$ cat src/rtl/pmc_pkg.sv
package pmc_pkg;
  localparam int MODE_W = 4;

  typedef enum logic [MODE_W-1:0] {
    M_NORMAL = 4'b0000,
    M_IDLE   = 4'b0001,
    M_SLOW   = 4'b0011,
    M_HALT0  = 4'b0100,
    M_HALT1  = 4'b0111,
    M_STOP0  = 4'b1000,
    M_STOP1  = 4'b1011
  } mode_e;

  typedef struct packed {
    logic hs_en;
    logic ls_en;
    logic src_ls;
    logic clk_run;
    logic cpu_halt;
  } ctl_t;

  function automatic logic mode_legal(logic [MODE_W-1:0] c);
    case (c)
      4'b0000, 4'b0001, 4'b0011, 4'b0100,
      4'b0111, 4'b1000, 4'b1011: return 1'b1;
      default:                   return 1'b0;
    endcase
  endfunction
endpackage

$ cat src/rtl/pmc_mode_decode.sv
module pmc_mode_decode
  import pmc_pkg::*;
(
  input  mode_e mode_i,
  input  logic  stab_i,
  output ctl_t  ctl_o
);
  always_comb begin
    ctl_o = '{hs_en: 1'b1, ls_en: 1'b1, src_ls: 1'b0, clk_run: 1'b1, cpu_halt: 1'b0};
    case (mode_i)
      M_NORMAL: ctl_o = '{hs_en: 1'b1, ls_en: 1'b1, src_ls: 1'b0, clk_run: 1'b1, cpu_halt: 1'b0};
      M_IDLE:   ctl_o = '{hs_en: 1'b1, ls_en: 1'b1, src_ls: 1'b1, clk_run: 1'b1, cpu_halt: 1'b0};
      M_SLOW:   ctl_o = '{hs_en: 1'b0, ls_en: 1'b1, src_ls: 1'b1, clk_run: 1'b1, cpu_halt: 1'b0};
      M_HALT0:  ctl_o = '{hs_en: 1'b1, ls_en: 1'b1, src_ls: 1'b0, clk_run: 1'b1, cpu_halt: 1'b1};
      M_HALT1:  ctl_o = '{hs_en: 1'b0, ls_en: 1'b1, src_ls: 1'b1, clk_run: 1'b1, cpu_halt: 1'b1};
      // settling after stop: bring up the target mode's oscillators, clock still gated
      M_STOP0:  ctl_o = '{hs_en: stab_i, ls_en: stab_i, src_ls: 1'b0, clk_run: 1'b0, cpu_halt: 1'b1};
      M_STOP1:  ctl_o = '{hs_en: 1'b0,   ls_en: stab_i, src_ls: 1'b1, clk_run: 1'b0, cpu_halt: 1'b1};
      default:  ;
    endcase
  end
endmodule

$ cat src/rtl/pmc_wake.sv
module pmc_wake #(
  parameter int N_IRQ = 4,
  parameter int LVL_W = 3
) (
  input  logic [N_IRQ-1:0]       irq_req_i,
  input  logic [N_IRQ-1:0]       irq_en_i,
  input  logic [N_IRQ*LVL_W-1:0] irq_lvl_i,
  input  logic                   gie_i,
  input  logic [LVL_W-1:0]       mask_lvl_i,
  output logic                   wake_o
);
  logic [N_IRQ-1:0] hit;

  for (genvar i = 0; i < N_IRQ; i++) begin : g_src
    assign hit[i] = irq_req_i[i] & irq_en_i[i] &
                    (irq_lvl_i[i*LVL_W +: LVL_W] < mask_lvl_i);
  end

  assign wake_o = gie_i & (|hit);
endmodule

$ cat src/rtl/pmc_clk_switch.sv
module pmc_clk_switch (
  input  logic clk_i,
  input  logic rst_ni,
  input  logic want_ls_i,
  input  logic hold_i,
  input  logic hs_lvl_i,
  input  logic ls_lvl_i,
  output logic sel_ls_o
);
  logic sel_q;
  logic both_low;

  assign both_low = ~hs_lvl_i & ~ls_lvl_i;

  always_ff @(posedge clk_i or negedge rst_ni) begin
    if (!rst_ni)                                     sel_q <= 1'b0;
    else if (!hold_i && (want_ls_i != sel_q) && both_low) sel_q <= want_ls_i;
  end

  assign sel_ls_o = sel_q;

  a_r10_switch_at_low: assert property (@(posedge clk_i) disable iff (!rst_ni)
    !$stable(sel_q) |-> $past(both_low));
endmodule

$ cat src/rtl/pmc_ctrl.sv
module pmc_ctrl
  import pmc_pkg::*;
#(
  parameter int N_IRQ  = 4,
  parameter int LVL_W  = 3,
  parameter int STAB_W = 8,
  parameter int REG_W  = 8
) (
  input  logic                   clk_i,
  input  logic                   rst_ni,
  input  logic                   wr_en_i,
  input  logic [REG_W-1:0]       wr_data_i,
  output logic [REG_W-1:0]       rd_data_o,
  input  logic [N_IRQ-1:0]       irq_req_i,
  input  logic [N_IRQ-1:0]       irq_en_i,
  input  logic [N_IRQ*LVL_W-1:0] irq_lvl_i,
  input  logic                   gie_i,
  input  logic [LVL_W-1:0]       mask_lvl_i,
  input  logic [STAB_W-1:0]      stab_cnt_i,
  input  logic                   hs_clk_lvl_i,
  input  logic                   ls_clk_lvl_i,
  output logic                   hs_osc_en_o,
  output logic                   ls_osc_en_o,
  output logic                   clk_sel_ls_o,
  output logic                   clk_run_o,
  output logic                   cpu_halt_o
);
  localparam int PAD_W = REG_W - MODE_W;

  mode_e             mode_q;
  logic              stab_q;
  logic [STAB_W-1:0] cnt_q;
  logic              wake;
  logic              wr_ok;
  ctl_t              ctl;

  pmc_wake #(.N_IRQ(N_IRQ), .LVL_W(LVL_W)) u_wake (
    .irq_req_i (irq_req_i),
    .irq_en_i  (irq_en_i),
    .irq_lvl_i (irq_lvl_i),
    .gie_i     (gie_i),
    .mask_lvl_i(mask_lvl_i),
    .wake_o    (wake)
  );

  pmc_mode_decode u_dec (
    .mode_i(mode_q),
    .stab_i(stab_q),
    .ctl_o (ctl)
  );

  pmc_clk_switch u_sw (
    .clk_i    (clk_i),
    .rst_ni   (rst_ni),
    .want_ls_i(ctl.src_ls),
    .hold_i   (~ctl.clk_run),
    .hs_lvl_i (hs_clk_lvl_i),
    .ls_lvl_i (ls_clk_lvl_i),
    .sel_ls_o (clk_sel_ls_o)
  );

  assign wr_ok = wr_en_i && (wr_data_i[REG_W-1:MODE_W] == '0) &&
                 mode_legal(wr_data_i[MODE_W-1:0]);

  always_ff @(posedge clk_i or negedge rst_ni) begin
    if (!rst_ni) begin
      mode_q <= M_NORMAL;
      stab_q <= 1'b0;
      cnt_q  <= '0;
    end else if (stab_q) begin
      if (cnt_q == '0) begin
        mode_q <= (mode_q == M_STOP1) ? M_SLOW : M_NORMAL;
        stab_q <= 1'b0;
      end else begin
        cnt_q <= cnt_q - 1'b1;
      end
    end else begin
      case (mode_q)
        M_HALT0: if (wake) mode_q <= M_NORMAL;
        M_HALT1: if (wake) mode_q <= M_SLOW;
        M_STOP0, M_STOP1: if (wake) begin
          stab_q <= 1'b1;
          cnt_q  <= stab_cnt_i;
        end
        default: if (wr_ok) mode_q <= mode_e'(wr_data_i[MODE_W-1:0]);
      endcase
    end
  end

  assign rd_data_o   = {{PAD_W{1'b0}}, mode_q};
  assign hs_osc_en_o = ctl.hs_en;
  assign ls_osc_en_o = ctl.ls_en;
  assign clk_run_o   = ctl.clk_run;
  assign cpu_halt_o  = ctl.cpu_halt;

  a_r3_mode_legal: assert property (@(posedge clk_i) disable iff (!rst_ni)
    mode_legal(mode_q));
  a_r7_wake_needs_gie: assert property (@(posedge clk_i) disable iff (!rst_ni)
    wake |-> gie_i);
  a_r8_halt0_exit: assert property (@(posedge clk_i) disable iff (!rst_ni)
    (mode_q == M_HALT0 && wake) |=> mode_q == M_NORMAL);
  a_r8_halt1_exit: assert property (@(posedge clk_i) disable iff (!rst_ni)
    (mode_q == M_HALT1 && wake) |=> mode_q == M_SLOW);
  a_r9_stab_gated: assert property (@(posedge clk_i) disable iff (!rst_ni)
    stab_q |-> (cpu_halt_o && !clk_run_o));
  a_r11_halt_holds: assert property (@(posedge clk_i) disable iff (!rst_ni)
    (cpu_halt_o && !wake && !stab_q) |=> $stable(mode_q));
endmodule

$ cat config.mk
export PLATFORM = sky130hd
export DESIGN_NAME = pmc_ctrl
export DESIGN_NICKNAME = d
export VERILOG_FILES = /design/src/rtl/pmc_pkg.sv /design/src/rtl/pmc_mode_decode.sv /design/src/rtl/pmc_wake.sv /design/src/rtl/pmc_clk_switch.sv /design/src/rtl/pmc_ctrl.sv
export SDC_FILE = /design/constraint.sdc
export NUM_CORES = 1
export LEC_CHECK = 0
export CAP_MARGIN = 20
export CORE_MARGIN = 3
export CORE_UTILIZATION = 45
export DETAILED_ROUTE_END_ITERATION = 8
export PLACE_DENSITY_LB_ADDON = 0.2
export REMOVE_ABC_BUFFERS = 1
export SLEW_MARGIN = 30
export SYNTH_ARGS = -nofsm -noshare
export SYNTH_HDL_FRONTEND = slang
export SYNTH_HIERARCHICAL = 1
export SYNTH_SLANG_ARGS = --single-unit
$ cat constraint.sdc
create_clock -name clk_i -period 3.6 [get_ports clk_i]
set_input_delay 0.36 -clock clk_i [delete_from_list [all_inputs] [get_ports clk_i]]
set_output_delay 0.36 -clock clk_i [all_outputs]
set_load 0.02 [all_outputs]
==> flow_metrics.py, run 1 <==
metrics = {
    "run": {
        "cap_viol_max_count": 0,
    },
    "yosys": {
        "netlist_top_cells_count": "sky130_fd_sc_hd__dfrtp_1, sky130_fd_sc_hd__o21ai_0, sky130_fd_sc_hd__nor2_1, sky130_fd_sc_hd__ha_1, sky130_fd_sc_hd__inv_1",
        "most_used_flip_flop_cell_after_synthesis": "sky130_fd_sc_hd__dfrtp_1",
        "syn_avg_cell_area_sq_um": 9.09,
        "post_synth_main_area_contributors": "sky130_fd_sc_hd__dfrtp_1, sky130_fd_sc_hd__ha_1, sky130_fd_sc_hd__o21ai_0",
        "synthDistinctLibCells": 46,
        "synth.largest_area_cell": "sky130_fd_sc_hd__dfrtp_1",
        "async_sr_flop_fraction": 1.00,
        "yosysWarnings": 6,
        "synth_sequential_area_ratio": 0.268,
        "synthCells": 144,
        "synth_top_area_frac": 0.268,
        "number_of_enable_type_register_cells_in_the_synthesized_netlist": 0,
        "synth.ff_latch_count": 14,
        "synthesis.area_sq_um": 1310,
    },
    "timing": {
        "tns_ns": 0,
        "setup_violations_final": 0,
        "final_layout_worst_hold_slack_ns": 0.470,
        "hold_viol": 0,
        "max_slew_margin": 0.563,
        "final.min_clock_period_ns": 2.58,
        "worstMarginPinSlew_ns": 0.654,
        "drv_slew": 0,
        "max_freq_ghz": 0.387,
        "final.period_utilization": 0.718,
        "fin_worst_skew_ns": 0.00865,
        "rsz0062_at_grt": "no",
    },
    "clocking": {
        "cts.path.max_buffers": 2,
        "path_clk_slew_ns": 0.09,
        "post_cts.resized_instances": 0,
        "clk-insertion-delay-late_ns": 0.28,
        "hold_buffers": 0,
        "tritoncts_num_sinks": 14,
        "post-cts-setup-buffer-count": 0,
        "cts_root_buf": "sky130_fd_sc_hd__clkbuf_4",
        "htree_levels": 1,
        "cts_buffer_count": 3,
        "clock_tree_from_tritoncts": "yes",
    },
    "setup_path": {
        "path_common_cell": "sky130_fd_sc_hd__inv_1",
        "worst-path-buf-inv": 3,
        "worst_ep_arrival_time_ns": 2.75,
        "timing.critical_path.required_ns": 3.76,
        "timing.critical_path.max_delay_family": "compound AO/OA/AOI/OAI gates",
        "path_cells": "clkdlybuf4s50_1, inv_1, ha_1, o21ai_0, o21ai_1, a41oi_1, inv_1, or3b_1, o311ai_4, nand2_2, mux2_1",
        "timing.critical_path.to_type": "register",
        "critical_path_peak_fanout": 4,
        "crit_path_start_kind": "primary input",
        "critical_path.max_stage_delay_ns": 0.45,
        "critical-path-slowest-cell": "sky130_fd_sc_hd__clkdlybuf4s50_1",
        "timing.setup.critical_path_class": "in2reg",
    },
    "placed_design": {
        "place.detailed.hpwl_microns": 2740,
        "io_buffer_count": 53,
        "gpl.final_weighted_congestion": 0.836,
    },
    "run_status": {
        "run_status": "completed",
    },
    "die": {
        "ioPinCount": 58,
        "die_height_microns": 59.9,
        "core.rowCount": 18,
        "die-width_microns": 59.9,
        "die_area_sq_um": 3590,
        "fp.coreArea_sq_um": 2610,
        "initial_core_util": 0.501,
    },
    "global_routing": {
        "grt_antenna_before_repair": 0,
        "gr-total-overflow": 0,
        "vias_in_the_first_global_route": 1269,
        "globalRouteTotalUtil": 0.200,
        "grt_start_max_net_pins": 16,
        "grt_first_pass_wirelength_microns": 5510,
    },
    "drt": {
        "drc": 0,
        "viasPerCell": 5.66,
        "wl_microns": 3360,
        "routed-via-count": 1290,
        "drt_pre_antenna_iters": 4,
        "ant_nets": 0,
        "drt-wirelength-per-cell_microns": 14.7,
        "detail_route.iter0.violations": 56,
    },
    "layout": {
        "layout-area-overhead-vs-synth_pct": 43.6,
        "drive_above_1_share": 0.106,
        "number_of_nets_in_the_final_layout": 254,
        "antenna_cells": 0,
    },
    "power": {
        "power_frac_clock": 0.116,
        "power_per_cell_area_nw_per_um2": 522,
        "peakVddDrop_v": 0.000447,
        "p_int_uw": 556,
        "seq_power_share": 0.354,
        "comb_power_share": 0.529,
        "power.static_leakage_uw": 0.000767,
        "power.switching_uw": 425,
        "switching_share": 0.433,
    },
    "min_path": {
        "hold_class": "in2async",
    },
}
[final timing paths]
kind | start | endpoint | slack (ns) | cells after the start
worst max-delay path | mask_lvl_i[1] | mode_q[1]$_DFFE_PN0P_ | 1.02 | 11
worst min register to register | u_sw/sel_ls_o$_DFFE_PN0P_ | u_sw/sel_ls_o$_DFFE_PN0P_ | 0.51 | 1
max in group asynchronous | rst_ni | cnt_q[3]$_DFFE_PN0P_ | 2.71 | 1
worst min-delay path | rst_ni | cnt_q[2]$_DFFE_PN0P_ | 0.47 | 1
worst max register to register | stab_q$_DFF_PN0_ | cnt_q[3]$_DFFE_PN0P_ | 1.64 | 4
min in group clk_i | u_sw/sel_ls_o$_DFFE_PN0P_ | u_sw/sel_ls_o$_DFFE_PN0P_ | 0.51 | 1
[per-stage QoR]
step	cell area, sq um	worst slack [ns]	power, uW	util	cells
after floorplan	1270	1.37	660	-	141
after global placement	1840	0.829	842	0.705	224
after detailed placement	1840	0.737	868	0.705	224
after CTS	1880	1.03	983	0.719	228
after global routing	1880	0.870	1060	0.719	228
final	1880	1.02	981	0.719	228
[worst register-to-register path: stages (launching register included)]
cell and delay [ns]:
sky130_fd_sc_hd__dfrtp_1 0.67, sky130_fd_sc_hd__inv_1 0.29, sky130_fd_sc_hd__a31oi_1 0.34, sky130_fd_sc_hd__a21o_1 0.35, sky130_fd_sc_hd__o221a_1 0.26
[placed cells by master, fill, tap and decap left out, drive strengths merged, types with 3 or more instances in the layout]
cell / n
o21ai: 17
xnor2: 3
and3b: 4
nor3: 6
nor3b: 4
nor2b: 3
nor2: 12
and3: 3
ha: 10
nand2: 7
nand2b: 3
mux2: 3
conb: 4
inv: 11
a21oi: 8
clkbuf: 4
clkdlybuf4s50: 53
o221a: 6
dfrtp: 14
[final cells by class]
type / instances / area [sq um]
clock buffer: 4 / 36.3
fill: 199 / 733
inverter: 11 / 41.3
multi-input combinational: 116 / 883
sequential: 14 / 350
tap: 30 / 37.5
timing repair buffer: 53 / 531
[power by group through the flow]
stage               logic [uW]  clock network (uW)  registers [uW]
CTS                        523                 115             345
detailed placement         520                   0             348
finish                     519                 114             348
global placement           498                   0             344
global route               575                 123             363
floorplan                  318                   0             343
[flip-flops by register name (all words and copies together) (netlist names)]
name,flops
cnt_q,8
mode_q,4
stab_q,1
u_sw/sel_ls_o,1
[cell families after synthesis]
family          share of synthesized area
flops                               0.268
buf+inv                            0.0660
xor+xnor                           0.0335
mux                                0.0335
other cells                       0.00287
compound gates                      0.234
fa+ha+maj                           0.104
simple gates                        0.258
[metal layers]
metal | global-route usage | part of all wire | up-vias
li1 | - | - | 636
met3 | 0.0302 | 0.058 | 6
met1 | 0.244 | 0.43 | 604
met4 | 0.0538 | 0.014 | 0
met5 | 0 | 0 | -
met2 | 0.360 | 0.50 | 44
Power figures use the tool's default switching activity.
==> run 2, diff against run 1 <==
Settings changed: CORE_UTILIZATION 45 to 42.
Clock period 3.6 ns to 2.6 ns, I/O delays scaled along.
==> run 2 against run 1 <==
Against the previous run:
- non-clock buffer count increased by 1
- clock-buffer cell count is the same
- hold slack lost 0.10 ns
- register-to-register slack worse by 1.0 ns
- die area grew 6.4%
- clock power increased by 38%
- wire length is 2.8% higher
- combinational power rose by 39%
- via count up 4.3%
- largest cell class unchanged
==> flow_metrics.py, run 2 (synthesis gave the netlist of run 1 again) <==
metrics = {
    "clocking": {
        "cts.path.max_buffers": 2,
        "clock_tree_from_tritoncts": "yes",
        "hold_buffers": 0,
        "post_cts.resized_instances": 0,
        "htree_levels": 1,
        "clk-insertion-delay-late_ns": 0.28,
        "tritoncts_num_sinks": 14,
        "post-cts-setup-buffer-count": 0,
        "cts_buffer_count": 3,
        "path_clk_slew_ns": 0.09,
        "cts_root_buf": "sky130_fd_sc_hd__clkbuf_4",
    },
    "setup_path": {
        "worst_ep_arrival_time_ns": 2.58,
        "critical_path_peak_fanout": 4,
        "timing.setup.critical_path_class": "in2reg",
        "timing.critical_path.to_type": "register",
        "r2r.worst_path.cells": 5,
        "timing.critical_path.required_ns": 2.76,
        "crit_path_start_kind": "primary input",
    },
    "layout": {
        "number_of_nets_in_the_final_layout": 255,
        "drive_above_1_share": 0.111,
        "antenna_cells": 0,
        "highest_count_cells_in_the_layout_ignoring_fill_and_taps": "sky130_fd_sc_hd__clkdlybuf4s50_1, sky130_fd_sc_hd__o21ai_0, sky130_fd_sc_hd__dfrtp_1",
        "layout-area-overhead-vs-synth_pct": 44.3,
        "regArea_sq_um": 350,
        "largest_register_ffs": 8,
        "top_register": "cnt_q",
        "area_of_combinational_cells_with_multiple_inputs_sq_um": 883,
        "largest_registers": "cnt_q x8, mode_q x4",
        "num-fill-cells": 238,
        "number_of_standard_cells_in_the_final_layout_excluding_fillers": 230,
        "layout.cells.most_common": "sky130_fd_sc_hd__clkdlybuf4s50_1",
    },
    "die": {
        "die-width_microns": 61.8,
        "die_area_sq_um": 3820,
        "die_height_microns": 61.8,
        "ioPinCount": 58,
        "core.rowCount": 19,
        "fp.coreArea_sq_um": 2850,
        "initial_core_util": 0.459,
    },
    "timing": {
        "worst_slack_ns": 0.185,
        "drv_slew": 0,
        "max_slew_margin": 0.575,
        "hold_viol": 0,
        "final.min_clock_period_ns": 2.41,
        "setup_violations_final": 0,
        "rsz0062_at_grt": "no",
        "worstMarginPinSlew_ns": 0.635,
        "fin_worst_skew_ns": 0.00628,
        "max_freq_ghz": 0.414,
        "final.period_utilization": 0.929,
    },
    "global_routing": {
        "met1_demand_to_capacity_share_in_global_routing": 0.210,
        "grt_start_max_net_pins": 16,
        "globalRouteTotalUtil": 0.193,
        "global_route.usage.met3": 0.0475,
        "grt_most_used_layer": "met2",
        "gr-total-overflow": 0,
        "grt_first_pass_wirelength_microns": 5600,
        "grt.met2_usage": 0.362,
        "vias_in_the_first_global_route": 1333,
        "grt_antenna_before_repair": 0,
    },
    "drt": {
        "detail_route.iter0.violations": 60,
        "drt_pre_antenna_iters": 4,
        "drc": 0,
        "viasPerCell": 5.85,
        "drt-wirelength-per-cell_microns": 15.0,
        "wl_microns": 3450,
        "routed-via-count": 1346,
        "ant_nets": 0,
    },
    "run_status": {
        "run_status": "completed",
    },
    "power": {
        "peakVddDrop_v": 0.000350,
        "power.static_leakage_uw": 0.000773,
        "power_per_cell_area_nw_per_um2": 722,
    },
    "placed_design": {
        "place.detailed.hpwl_microns": 2830,
        "dp_slack_ns": -0.114,
        "io_buffer_count": 53,
        "dp.cells": 226,
        "gpl.final_weighted_congestion": 0.780,
    },
    "run": {
        "cap_viol_max_count": 0,
    },
    "min_path": {
        "hold_class": "in2async",
    },
}
[run 2: worst paths after layout]
path | from | end | slack (ns)
min in group clk_i | u_sw/sel_ls_o$_DFFE_PN0P_ | u_sw/sel_ls_o$_DFFE_PN0P_ | 0.52
worst min-delay path | rst_ni | mode_q[3]$_DFFE_PN0P_ | 0.37
worst min register to register | u_sw/sel_ls_o$_DFFE_PN0P_ | u_sw/sel_ls_o$_DFFE_PN0P_ | 0.52
worst max-delay path | mask_lvl_i[1] | mode_q[1]$_DFFE_PN0P_ | 0.19
max in group asynchronous | rst_ni | mode_q[1]$_DFFE_PN0P_ | 1.82
worst max register to register | stab_q$_DFF_PN0_ | mode_q[1]$_DFFE_PN0P_ | 0.63
[run 2: area by class of cell]
type                    count  share of cell area
inverters                  11              0.0219
multi-input cells         116               0.468
repair buffers             54               0.285
flip-flops and latches     14               0.186
clock buffers               4              0.0192
well taps                  31              0.0205
[run 2: layer usage]
layer / vias up / share of wire
li1: 633 / -
met1: 642 / 0.38
met2: 63 / 0.53
met3: 8 / 0.067
met4: 0 / 0.018
met5: - / 0
[run 2: worst max-delay path: stages]
cell and delay [ns]:
sky130_fd_sc_hd__clkdlybuf4s50_1 0.45, sky130_fd_sc_hd__inv_1 0.08, sky130_fd_sc_hd__ha_1 0.27, sky130_fd_sc_hd__o21ai_0 0.19
sky130_fd_sc_hd__o21ai_1 0.08, sky130_fd_sc_hd__a41oi_1 0.25, sky130_fd_sc_hd__inv_1 0.06, sky130_fd_sc_hd__or3b_1 0.42
sky130_fd_sc_hd__o311ai_4 0.11, sky130_fd_sc_hd__nand2_2 0.10, sky130_fd_sc_hd__mux2_1 0.31
[run 2: per-stage QoR]
| step | utilization | total power [uW] | hold slack (ns) | TNS [ns] | instance area, sq um |
|---|---|---|---|---|---|
| after floorplan | - | 914 | -0.0356 | 0 | 1270 |
| after global placement | 0.649 | 1160 | 0.491 | -0.0549 | 1850 |
| after detailed placement | 0.649 | 1210 | 0.509 | -0.226 | 1850 |
| after CTS | 0.662 | 1370 | 0.376 | 0 | 1890 |
| after global routing | 0.662 | 1480 | 0.392 | 0 | 1890 |
| final | 0.662 | 1360 | 0.365 | 0 | 1890 |
[run 2: where the power goes]
part | switching, uW | internal (uW)
Combinational | 342 | 378
Clock | 71.4 | 85.2
Sequential | 178 | 310
==> run 3, diff against run 2 <==
Settings changed: ABC_AREA from default to 1, CORE_UTILIZATION 42 to 46, CTS_BUF_LIST from default to sky130_fd_sc_hd__clkbuf_4.
==> run 3 against run 2 <==
Against the previous run:
- combinational power up 36%
- sequential power shrank 9.9%
- clock power shrank 20%
- worst setup slack improved by 0.27 ns
- wire length shrank 7.5%
- global-route usage is 2.5 points lower
- sequential cell count unchanged
- register-to-register slack better by 0.37 ns
- critical path type is now reg2out
- largest power group unchanged
==> flow_metrics.py, run 3 <==
metrics = {
    "yosys": {
        "largest_family_of_logic_cells_by_synthesized_area": "simple AND/OR/NAND/NOR gates",
        "synthesis.area_sq_um": 1530,
        "yosysWarnings": 6,
        "netlist_top_cells_count": "sky130_fd_sc_hd__nand2_1, sky130_fd_sc_hd__inv_1, sky130_fd_sc_hd__nor2_1, sky130_fd_sc_hd__nand3_1, sky130_fd_sc_hd__dfrtp_1",
        "synth_sequential_area_ratio": 0.230,
        "synthCells": 253,
        "synth.ff_latch_count": 14,
        "post-synth-top-count-cell": "sky130_fd_sc_hd__nand2_1",
        "synth_top_area_frac": 0.241,
        "synth.largest_area_cell": "sky130_fd_sc_hd__nand2_1",
        "area_fraction_in_and_or_nand_and_nor_cells_after_synthesis": 0.480,
        "post_synthesis_adder_cell_area_fraction": 0.0820,
        "synthDistinctLibCells": 26,
        "syn_avg_cell_area_sq_um": 6.03,
        "post_synth_main_area_contributors": "sky130_fd_sc_hd__nand2_1, sky130_fd_sc_hd__dfrtp_1, sky130_fd_sc_hd__ha_1",
        "synth_compound_area_frac": 0.0558,
        "async_sr_flop_fraction": 1.00,
        "number_of_enable_type_register_cells_in_the_synthesized_netlist": 0,
        "synthMuxAreaShare": 0,
        "most_used_flip_flop_cell_after_synthesis": "sky130_fd_sc_hd__dfrtp_1",
        "synth-xor-area-share": 0.0115,
    },
    "drt": {
        "ant_nets": 0,
        "detail_route.iter0.violations": 68,
        "routed-via-count": 1595,
        "drt-wirelength-per-cell_microns": 9.09,
        "viasPerCell": 4.54,
        "wl_microns": 3190,
        "drc": 0,
        "drt_pre_antenna_iters": 4,
    },
    "setup_path": {
        "critical-path-slowest-cell": "sky130_fd_sc_hd__clkdlybuf4s50_1",
        "rrSetupSlack_ns": 1.00,
        "timing.critical_path.max_delay_family": "buffers and inverters",
        "worst-path-buf-inv": 2,
        "crit_path_start_kind": "register",
        "r2r.worst_path.cells": 7,
        "r2r_startpoint": "stab_q$_DFF_PN0_",
        "path_cells": "inv_1, nor2_1, nand2_1, nand2_1, nor2_1, nand2_1, clkdlybuf4s50_1",
        "reg_to_reg_endpoint": "cnt_q[5]$_DFFE_PN0P_",
        "timing.critical_path.to_type": "output pin",
        "timing.critical_path.required_ns": 2.34,
        "critical_path.max_stage_delay_ns": 0.59,
        "critical_path_peak_fanout": 6,
        "timing.setup.critical_path_class": "reg2out",
        "path_common_cell": "sky130_fd_sc_hd__nand2_1",
        "worst_ep_arrival_time_ns": 1.88,
    },
    "global_routing": {
        "vias_in_the_first_global_route": 1446,
        "gr-total-overflow": 0,
        "grt_first_pass_wirelength_microns": 5700,
        "globalRouteTotalUtil": 0.168,
        "grt_antenna_before_repair": 0,
        "grt_start_max_net_pins": 18,
    },
    "timing": {
        "hold_viol": 0,
        "worst_slack_ns": 0.456,
        "max_slew_margin": 0.598,
        "final.period_utilization": 0.824,
        "rsz0062_at_grt": "no",
        "tns_ns": 0,
        "drv_slew": 0,
        "final.min_clock_period_ns": 2.14,
        "setup_violations_final": 0,
        "fin_worst_skew_ns": 0.000987,
        "worstMarginPinSlew_ns": 0.601,
        "max_freq_ghz": 0.466,
    },
    "die": {
        "die-width_microns": 63.6,
        "ioPinCount": 58,
        "fp.coreArea_sq_um": 3100,
        "die_height_microns": 63.6,
        "die_area_sq_um": 4040,
        "core.rowCount": 20,
        "initial_core_util": 0.492,
    },
    "power": {
        "peakVddDrop_v": 0.000387,
        "power.static_leakage_uw": 0.00110,
        "power.switching_uw": 753,
        "switching_share": 0.488,
        "power_frac_clock": 0.081,
        "p_int_uw": 791,
        "comb_power_share": 0.635,
        "seq_power_share": 0.284,
        "power_per_cell_area_nw_per_um2": 736,
    },
    "layout": {
        "drive_above_1_share": 0.0977,
        "num-fill-cells": 312,
        "highest_count_cells_in_the_layout_ignoring_fill_and_taps": "sky130_fd_sc_hd__nand2_1, sky130_fd_sc_hd__clkdlybuf4s50_1, sky130_fd_sc_hd__inv_1",
        "antenna_cells": 0,
        "largest_register_ffs": 8,
        "regArea_sq_um": 350,
        "area_of_combinational_cells_with_multiple_inputs_sq_um": 975,
        "number_of_nets_in_the_final_layout": 363,
        "largest_registers": "cnt_q x8, mode_q x4",
        "top_register": "cnt_q",
        "layout.cells.most_common": "sky130_fd_sc_hd__nand2_1",
        "layout-area-overhead-vs-synth_pct": 37.6,
    },
    "clocking": {
        "cts_buffer_count": 3,
        "path_clk_slew_ns": 0.08,
        "post-cts-setup-buffer-count": 0,
        "clock_tree_from_tritoncts": "yes",
        "hold_buffers": 0,
        "cts.path.max_buffers": 2,
        "cts_root_buf": "sky130_fd_sc_hd__clkbuf_4",
        "htree_levels": 1,
        "clk-insertion-delay-late_ns": 0.28,
        "tritoncts_num_sinks": 14,
        "post_cts.resized_instances": 0,
    },
    "placed_design": {
        "dp_slack_ns": 0.377,
        "place.detailed.hpwl_microns": 2670,
        "gpl.final_weighted_congestion": 0.857,
        "io_buffer_count": 53,
    },
    "run_status": {
        "run_status": "completed",
    },
    "min_path": {
        "hold_class": "in2async",
    },
    "run": {
        "cap_viol_max_count": 0,
    },
}
-- run 3: cell families after synthesis --
kind of cell / Yosys count
compound gates: 14
xor+xnor: 2
fa+ha+maj: 10
buf+inv: 48
flops: 14
other cells: 1
simple gates: 164
-- run 3: layout make-up --
| cell class | count | share of cell area |
|---|---|---|
| Timing Repair Buffer | 54 | 0.256 |
| Inverter | 41 | 0.0733 |
| Clock inverter | 1 | 0.00179 |
| Sequential cell | 14 | 0.167 |
| Multi-Input combinational cell | 194 | 0.465 |
| Clock buffer | 3 | 0.0107 |
| Tap cell | 44 | 0.0262 |
-- run 3: per-layer routing --
metal	wire length [microns]	track usage	up-vias
li1	-	-	869
met1	1450	0.209	681
met2	1570	0.299	41
met3	158	0.0321	4
met4	19	0.0377	0
met5	0	0	-
-- run 3: through the flow --
stage / utilization / power, uW / hold WS, ns / instances / area, sq um
after global routing: 0.676 / 1710 / 0.401 / 351 / 2100
after CTS: 0.676 / 1560 / 0.365 / 351 / 2100
after detailed placement: 0.668 / 1430 / 0.527 / 347 / 2070
final: 0.676 / 1540 / 0.352 / 351 / 2100
after global placement: 0.668 / 1410 / 0.514 / 347 / 2070
after floorplan: - / 1090 / -0.0356 / 249 / 1480
-- run 3: worst max path at each step --
stage / to / depth (start not counted) / start / slack, ns
after detailed placement: cnt_q[5]$_DFFE_PN0P_ / 15 / mask_lvl_i[2] / 0.38
after global placement: cnt_q[5]$_DFFE_PN0P_ / 15 / mask_lvl_i[2] / 0.39
after floorplan: cnt_q[7]$_DFFE_PN0P_ / 14 / mask_lvl_i[2] / 0.88
after global routing: hs_osc_en_o / 7 / mode_q[2]$_DFFE_PN0P_ / 0.28
final: hs_osc_en_o / 7 / mode_q[2]$_DFFE_PN0P_ / 0.46
after CTS: hs_osc_en_o / 7 / mode_q[2]$_DFFE_PN0P_ / 0.45
-- run 3: power groups by stage --
stage / sequential (uW) / combinational, uW / clock (uW)
final: 439 / 980 / 125
after global routing: 457 / 1120 / 141
after CTS: 438 / 991 / 132
after detailed placement: 441 / 987 / 0
after global placement: 442 / 972 / 0
after floorplan: 458 / 635 / 0
-- run 3: worst reg2reg max path: stages (launching register included) --
cell and delay, ns:
sky130_fd_sc_hd__dfrtp_1 0.58, sky130_fd_sc_hd__inv_2 0.22, sky130_fd_sc_hd__nand3_2 0.15, sky130_fd_sc_hd__nand2_4 0.08, sky130_fd_sc_hd__nor2_4 0.19, sky130_fd_sc_hd__buf_4 0.21
sky130_fd_sc_hd__nand2_1 0.06, sky130_fd_sc_hd__nand2_1 0.05
